File: src/rtl/sdr_sref_pkg.sv
package sdr_sref_pkg;

    typedef enum logic [3:0] {
        ST_IDLE,
        ST_PREALL,
        ST_RP_WAIT,
        ST_PRE_REF,
        ST_PRE_GAP,
        ST_ENTER,
        ST_SREF,
        ST_XSR_WAIT,
        ST_POST_REF,
        ST_POST_GAP,
        ST_DONE
    } sref_state_e;

    // {cs_n, ras_n, cas_n, we_n}
    typedef enum logic [3:0] {
        CMD_NOP     = 4'b0111,
        CMD_DESEL   = 4'b1111,
        CMD_PREALL  = 4'b0010,
        CMD_REFRESH = 4'b0001
    } sdr_cmd_e;

    typedef struct packed {
        logic     cke;
        sdr_cmd_e cmd;
        logic     a10;
    } sdr_pins_t;

    function automatic int max4(input int a, input int b, input int c, input int d);
        int m;
        m = a;
        if (b > m) m = b;
        if (c > m) m = c;
        if (d > m) m = d;
        return m;
    endfunction

    function automatic sdr_pins_t pins_for(input sref_state_e st);
        sdr_pins_t p;
        p.cke = 1'b1;
        p.cmd = CMD_NOP;
        p.a10 = 1'b0;
        case (st)
            ST_PREALL: begin
                p.cmd = CMD_PREALL;
                p.a10 = 1'b1;
            end
            ST_PRE_REF, ST_POST_REF: p.cmd = CMD_REFRESH;
            ST_ENTER: begin
                p.cke = 1'b0;
                p.cmd = CMD_REFRESH;
            end
            ST_SREF: begin
                p.cke = 1'b0;
                p.cmd = CMD_DESEL;
            end
            ST_XSR_WAIT: p.cmd = CMD_DESEL;
            default: p.cmd = CMD_NOP;
        endcase
        return p;
    endfunction

    function automatic logic is_busy(input sref_state_e st);
        return (st != ST_IDLE) && (st != ST_DONE);
    endfunction

endpackage

File: src/rtl/sref_wait_timer.sv
module sref_wait_timer #(
    parameter int W = 8
) (
    input  logic         clk,
    input  logic         rst,
    input  logic         load,
    input  logic [W-1:0] load_val,
    output logic         zero
);
    logic [W-1:0] cnt;

    always_ff @(posedge clk) begin
        if (rst)              cnt <= '0;
        else if (load)        cnt <= load_val;
        else if (cnt != '0)   cnt <= cnt - 1'b1;
    end

    assign zero = (cnt == '0);


    timer_hold_chk: assert property (@(posedge clk) disable iff (rst)
        (!load && zero) |=> zero);


    timer_load_chk: assert property (@(posedge clk) disable iff (rst)
        load |=> (cnt == $past(load_val)));

endmodule

File: src/rtl/sref_burst_ctr.sv
module sref_burst_ctr #(
    parameter int N_BURST = 4096
) (
    input  logic clk,
    input  logic rst,
    input  logic clear,
    input  logic incr,
    output logic all_done
);
    localparam int CW = $clog2(N_BURST + 1);

    logic [CW-1:0] cnt;

    always_ff @(posedge clk) begin
        if (rst || clear) cnt <= '0;
        else if (incr)    cnt <= cnt + 1'b1;
    end

    assign all_done = (cnt == CW'(N_BURST));


    burst_bound_chk: assert property (@(posedge clk) disable iff (rst)
        cnt <= CW'(N_BURST));

endmodule

File: src/rtl/sdr_sref_seq.sv
module sdr_sref_seq
    import sdr_sref_pkg::*;
#(
    parameter int T_RP    = 3,
    parameter int T_RC    = 8,
    parameter int T_RAS   = 6,
    parameter int T_XSR   = 10,
    parameter int N_BURST = 4096,
    parameter int ADDR_W  = 12,
    parameter int BA_W    = 2,
    parameter int DQM_W   = 4
) (
    input  logic              clk,
    input  logic              rst,
    input  logic              enter_req,
    input  logic              exit_req,
    input  logic              clk_stable,
    input  logic              burst_mode,
    output logic              cke,
    output logic              cs_n,
    output logic              ras_n,
    output logic              cas_n,
    output logic              we_n,
    output logic [BA_W-1:0]   ba,
    output logic [ADDR_W-1:0] addr,
    output logic [DQM_W-1:0]  dqm,
    output logic              busy,
    output logic              ready
);
    // T_RP, T_RC, T_RAS must be >= 2; T_XSR >= 1; ADDR_W >= 11.
    localparam int MAXT = max4(T_RP, T_RC, T_RAS, T_XSR);
    localparam int TW   = $clog2(MAXT + 1);
    localparam logic [TW-1:0] RP_LD  = TW'(T_RP - 2);
    localparam logic [TW-1:0] RC_LD  = TW'(T_RC - 2);
    localparam logic [TW-1:0] RAS_LD = TW'(T_RAS - 2);
    localparam logic [TW-1:0] XSR_LD = TW'(T_XSR - 1);

    sref_state_e   st, nxt;
    logic          burst_q;
    logic          exit_pend;
    logic          t_load, t_zero;
    logic [TW-1:0] t_val;
    logic          b_clr, b_inc, b_all;
    sdr_pins_t     pins;

    sref_wait_timer #(.W(TW)) timer_i (
        .clk      (clk),
        .rst      (rst),
        .load     (t_load),
        .load_val (t_val),
        .zero     (t_zero)
    );

    sref_burst_ctr #(.N_BURST(N_BURST)) burst_i (
        .clk      (clk),
        .rst      (rst),
        .clear    (b_clr),
        .incr     (b_inc),
        .all_done (b_all)
    );

    always_comb begin
        nxt    = st;
        t_load = 1'b0;
        t_val  = '0;
        b_clr  = 1'b0;
        b_inc  = 1'b0;
        case (st)
            ST_IDLE: if (enter_req) begin
                nxt   = ST_PREALL;
                b_clr = 1'b1;
            end
            ST_PREALL: begin
                nxt    = ST_RP_WAIT;
                t_load = 1'b1;
                t_val  = RP_LD;
            end
            ST_RP_WAIT: if (t_zero) nxt = burst_q ? ST_PRE_REF : ST_ENTER;
            ST_PRE_REF: begin
                b_inc  = 1'b1;
                nxt    = ST_PRE_GAP;
                t_load = 1'b1;
                t_val  = RC_LD;
            end
            ST_PRE_GAP: if (t_zero) nxt = b_all ? ST_ENTER : ST_PRE_REF;
            ST_ENTER: begin
                nxt    = ST_SREF;
                t_load = 1'b1;
                t_val  = RAS_LD;
            end
            ST_SREF: if ((exit_pend || exit_req) && t_zero && clk_stable) begin
                nxt    = ST_XSR_WAIT;
                t_load = 1'b1;
                t_val  = XSR_LD;
                b_clr  = 1'b1;
            end
            ST_XSR_WAIT: if (t_zero) nxt = burst_q ? ST_POST_REF : ST_DONE;
            ST_POST_REF: begin
                b_inc  = 1'b1;
                nxt    = ST_POST_GAP;
                t_load = 1'b1;
                t_val  = RC_LD;
            end
            ST_POST_GAP: if (t_zero) nxt = b_all ? ST_DONE : ST_POST_REF;
            ST_DONE: nxt = ST_IDLE;
            default: nxt = ST_IDLE;
        endcase
    end

    always_ff @(posedge clk) begin
        if (rst) begin
            st        <= ST_IDLE;
            burst_q   <= 1'b0;
            exit_pend <= 1'b0;
        end else begin
            st <= nxt;
            if (st == ST_IDLE && enter_req) burst_q <= burst_mode;
            if (st == ST_ENTER || st == ST_SREF)
                exit_pend <= (exit_pend || exit_req) && (nxt != ST_XSR_WAIT);
            else
                exit_pend <= 1'b0;
        end
    end

    assign pins  = pins_for(st);
    assign cke   = pins.cke;
    assign {cs_n, ras_n, cas_n, we_n} = pins.cmd;
    assign ba    = '0;
    assign addr  = ADDR_W'(pins.a10) << 10;
    assign busy  = is_busy(st);
    assign dqm   = busy ? '1 : '0;
    assign ready = (st == ST_DONE);

    // Checker state: cycles spent with clock enable low.
    logic [15:0] low_age;
    always_ff @(posedge clk) begin
        if (rst || cke)         low_age <= '0;
        else if (low_age != '1) low_age <= low_age + 1'b1;
    end


    prealL_after_accept_chk: assert property (@(posedge clk) disable iff (rst)
        $rose(busy) |-> (!cs_n && !ras_n && cas_n && !we_n && addr[10]));


    entry_cmd_chk: assert property (@(posedge clk) disable iff (rst)
        $fell(cke) |-> (!cs_n && !ras_n && !cas_n && we_n));


    sref_desel_chk: assert property (@(posedge clk) disable iff (rst)
        (!cke && !$past(cke)) |-> cs_n);


    dwell_min_chk: assert property (@(posedge clk) disable iff (rst)
        $rose(cke) |-> (low_age >= 16'(T_RAS)));


    clk_stable_chk: assert property (@(posedge clk) disable iff (rst)
        $rose(cke) |-> $past(clk_stable));


    exit_desel_chk: assert property (@(posedge clk) disable iff (rst)
        $rose(cke) |-> cs_n);


    ready_pulse_chk: assert property (@(posedge clk) disable iff (rst)
        ready |=> !ready);


    ready_idle_chk: assert property (@(posedge clk) disable iff (rst)
        ready |-> !busy);

endmodule

File: config.mk
export PLATFORM = sky130hd
export DESIGN_NAME = sdr_sref_seq
export DESIGN_NICKNAME = d
export VERILOG_FILES = /design/src/rtl/sdr_sref_pkg.sv /design/src/rtl/sref_wait_timer.sv /design/src/rtl/sref_burst_ctr.sv /design/src/rtl/sdr_sref_seq.sv
export SDC_FILE = /design/constraint.sdc
export NUM_CORES = 1
export LEC_CHECK = 0
export BUFFER_PORTS_ARGS = -buffer_cell sky130_fd_sc_hd__buf_2
export CAP_MARGIN = 10
export CORE_ASPECT_RATIO = 1.2
export CORE_UTILIZATION = 49
export CTS_CLUSTER_DIAMETER = 60
export DETAILED_ROUTE_END_ITERATION = 16
export PLACE_DENSITY = 0.81
export SETUP_SLACK_MARGIN = 0.02
export SLEW_MARGIN = 40
export SYNTH_ARGS = -nofsm -noshare
export SYNTH_HDL_FRONTEND = slang
export SYNTH_SLANG_ARGS = --single-unit
File: constraint.sdc
create_clock -name clk -period 2.1 [get_ports clk]
set_input_delay 0.42 -clock clk [delete_from_list [all_inputs] [get_ports clk]]
set_output_delay 0.42 -clock clk [all_outputs]
set_load 0.005 [all_outputs]
==> summary.md <==
| Metric | Value |
|---|---|
| Status | `finished, final reports clean` |
| CP max stage delay | `370 ps` |
| Final slew viol count | `0` |
| Sequential Power Share | `0.321` |
| M2 GR Usage | `0.367` |
| Most Used Layer, Global Route | `met2` |
| Initial antenna violation count | `0` |
| Wire per inst | `14.2 µm` |
| Fmax | `484 MHz` |
| Routing usage on met1 | `0.278` |
| Post-DRT Antenna Nets | `0` |
| Total CTS buffers | `3` |
| Core area | `3060 µm²` |
| Slew margin rel. | `0.625` |
| First-pass GRT wire length | `5.75 mm` |
| Placed inst area | `1640 µm²` |
| Worst Skew | `1.29 ps` |
| Chip width | `53.6 µm` |
| Final std cells w/o fill | `258` |
| Largest net degree at the start of global routing | `17` |
| Crit path top cell by count | `or2_4` |
| EDFF count, synth | `0` |
| Placed Cells | `245` |
| Post-layout instance area | `1770 µm²` |
| Total gr overflow | `0` |
| WS Path Type | `flop to primary output` |
| Synth cell types | `50` |
| P&R area growth vs syn | `13.3%` |
| Worst-path clk slew | `120 ps` |
| CP Launch Type | `flop` |
| Crit-path slowest cell | `dfxtp_4` |
| Die Ht | `63.9 µm` |
| I/O pin cnt | `31` |
| Placer Congestion | `0.863` |
| N_diodes | `0` |
| # DRC | `0` |
| Synthesized cell area | `1560 µm²` |
| Worst EP arrival | `1650 ps` |
| Root Buffer | `clkbuf_4` |
| Syn Area/Cell | `7.93 µm²` |
| Clk pwr share | `0.119` |
| Routed vias | `1,524` |
| Sink Count | `23` |
| Port buffer count | `17` |
| Post-synthesis sequential area ratio | `0.295` |
| Final Cycle Share | `0.983` |
| Row cnt | `22` |
| DRT Pass-1 Iters | `4` |
| Initial Utilization | `0.511` |
| Dpl ws | `134 ps` |
| Global Route met3 Usage | `0.0333` |
| Clk_lat worst skew | `310 ps` |
| Die area | `3420 µm²` |
| Final setup fails | `0` |
| Cells after Synth | `197` |
| Post-route setup TNS | `0 ps` |
| Hold Path Class | `input pin to flop` |
| Vias in the first global route | `1,296` |
| RSZ-0062 raised after global routing | `yes` |
| VDD IR max | `548 µV` |
| Fin. Hold Viols | `0` |
| Power per cell area | `969 nW/µm²` |
| Worst slew pin tran | `562 ps` |
| Critical Path End Type | `primary output` |
| Synthesis-stage register bit count | `23` |
| Clk buf depth | `2` |
| Internal power | `0.00103 W` |
| Initial DRC count | `55` |
| # Max-Cap Violations | `0` |
| Total track usage | `0.225` |
| CP Cell Sequence | `buf_4, or2_4, or2_4, and2_1, buf_2` |
| Avg Vias per Cell | `5.91` |
| Worst setup margin | `34.7 ps` |
| Crit path time final | `2070 ps` |
| Lkg Pwr | `0.679 nW` |
| Synth warnings | `0` |
| Clock H-tree levels | `1` |
| Hold buffers post-CTS | `0` |
| Power share of the combinational group | `0.560` |
| Fillers | `298` |
| Fin nets | `232` |
| Family with the most delay on the worst path | `simple AND/OR/NAND/NOR gates` |
| Sw Share | `0.399` |
| WP buf/inv | `2` |
| Psw | `0.000685 W` |
| WL final | `3.66 mm` |
| CTS tree | `built` |
| Layout cells sized above 1 | `0.230` |
| Post-DP HPWL | `2.52 mm` |
| Post-synth top flop | `dfxtp_1` |
| Crit Path Max Fanout | `6` |
| Hold WS | `360 ps` |
| Worst endpoint required time | `1680 ps` |
| Asr flop ratio synth | `0` |
## timing repair
action	4_1_cts	5_1_grt
gates cloned	0	1
pin swaps	1	4
buffers inserted	7	1
hold endpoints to repair	0	0
endpoints found under the setup margin	4	5
resized for setup	7	4
## power by group through the flow
stage / clock network [W] / logic [W] / registers [W]
after floorplan: 0 / 0.000712 / 0.000551
after global placement: 0 / 0.000870 / 0.000559
after detailed placement: 0 / 0.000881 / 0.000563
after CTS: 0.000214 / 0.000929 / 0.000547
after global routing: 0.000239 / 0.00106 / 0.000559
final: 0.000204 / 0.000961 / 0.000550
## per-stage QoR
step	util	power, W
after global routing	0.579	0.00186
after CTS	0.568	0.00169
after detailed placement	0.538	0.00144
final	0.579	0.00171
after floorplan	-	0.00126
after global placement	0.538	0.00143
## logic make-up after synthesis
logic type | count (synthesis) | share of synthesized area
flip-flops | 23 | 0.295
AO/OA/AOI/OAI | 46 | 0.201
adder cells (fa/ha/maj) | 3 | 0.0240
other | 1 | 0.00240
AND/OR/NAND/NOR | 78 | 0.295
multiplexers | 5 | 0.0328
XOR/XNOR | 3 | 0.0168
buffers and inverters | 38 | 0.133
## per-layer routing
layer / up-vias / share of wire
met4: 0 / 0.029
met3: 11 / 0.041
met1: 715 / 0.42
met2: 57 / 0.51
met5: - / 0
li1: 741 / -
## cells in the final DEF, fill, tap and decap left out, types with 3 or more instances in the layout
cell	netlist	layout
a21oi_1	15	15
buf_2	1	16
buf_4	17	16
clkbuf_4	0	3
conb_1	1	13
dfxtp_1	23	20
ha_1	3	3
inv_1	12	12
mux2i_1	4	4
nand2_1	14	14
nand2b_1	3	3
nand3_1	6	6
nand3b_1	3	3
nand4_1	4	4
nor2_1	12	12
nor4b_1	4	4
o2111ai_1	4	4
o21ai_0	6	6
o31ai_1	4	4
or3_1	4	4
or4_1	5	5
xnor2_1	3	3
## area by class of cell
| type | instances | area [µm²] | share of cell area |
|---|---|---|---|
| multi-input combinational | 149 | 961 | 0.543 |
| timing repair buffer | 34 | 226 | 0.128 |
| tap | 36 | 45.0 | 0.0254 |
| sequential | 23 | 467 | 0.264 |
| clock buffer | 4 | 26.3 | 0.0148 |
| inverter | 12 | 45.0 | 0.0254 |
## flip-flops by register name, summed over array words and instances, names as in the netlist
register / count
burst_i.cnt: 13
st: 4
timer_i.cnt: 4
burst_q: 1
exit_pend: 1
## cell usage after synthesis, types with 4 or more instances
cell type / count / area (µm²)
o21ai_0: 6 / 30.0
nor4b_1: 4 / 35.0
inv_1: 12 / 45.0
dfxtp_1: 23 / 460
mux2i_1: 4 / 40.0
buf_4: 17 / 128
or3_1: 4 / 25.0
a21oi_1: 15 / 75.1
o2111ai_1: 4 / 35.0
or4_1: 5 / 37.5
nand3_1: 6 / 30.0
nand2_1: 14 / 52.6
nor2_1: 12 / 45.0
nand4_1: 4 / 25.0
o31ai_1: 4 / 30.0
clkbuf_1: 8 / 30.0
## worst paths after layout
check / startpoint / to / slack, ps / cells after the start
worst max-delay path: st[2] / ras_n / 30 / 5
worst min-delay path: burst_mode / burst_q / 360 / 3
worst max register to register: st[0] / burst_i.cnt[10] / 50 / 5
worst min register to register: burst_i.cnt[12] / burst_i.cnt[12] / 490 / 2
## worst min-delay path: stages
cell	delay (ps)
buf_2	90
mux2i_1	60
nor2_1	70
Note: power is estimated with default switching activity, not from simulation.
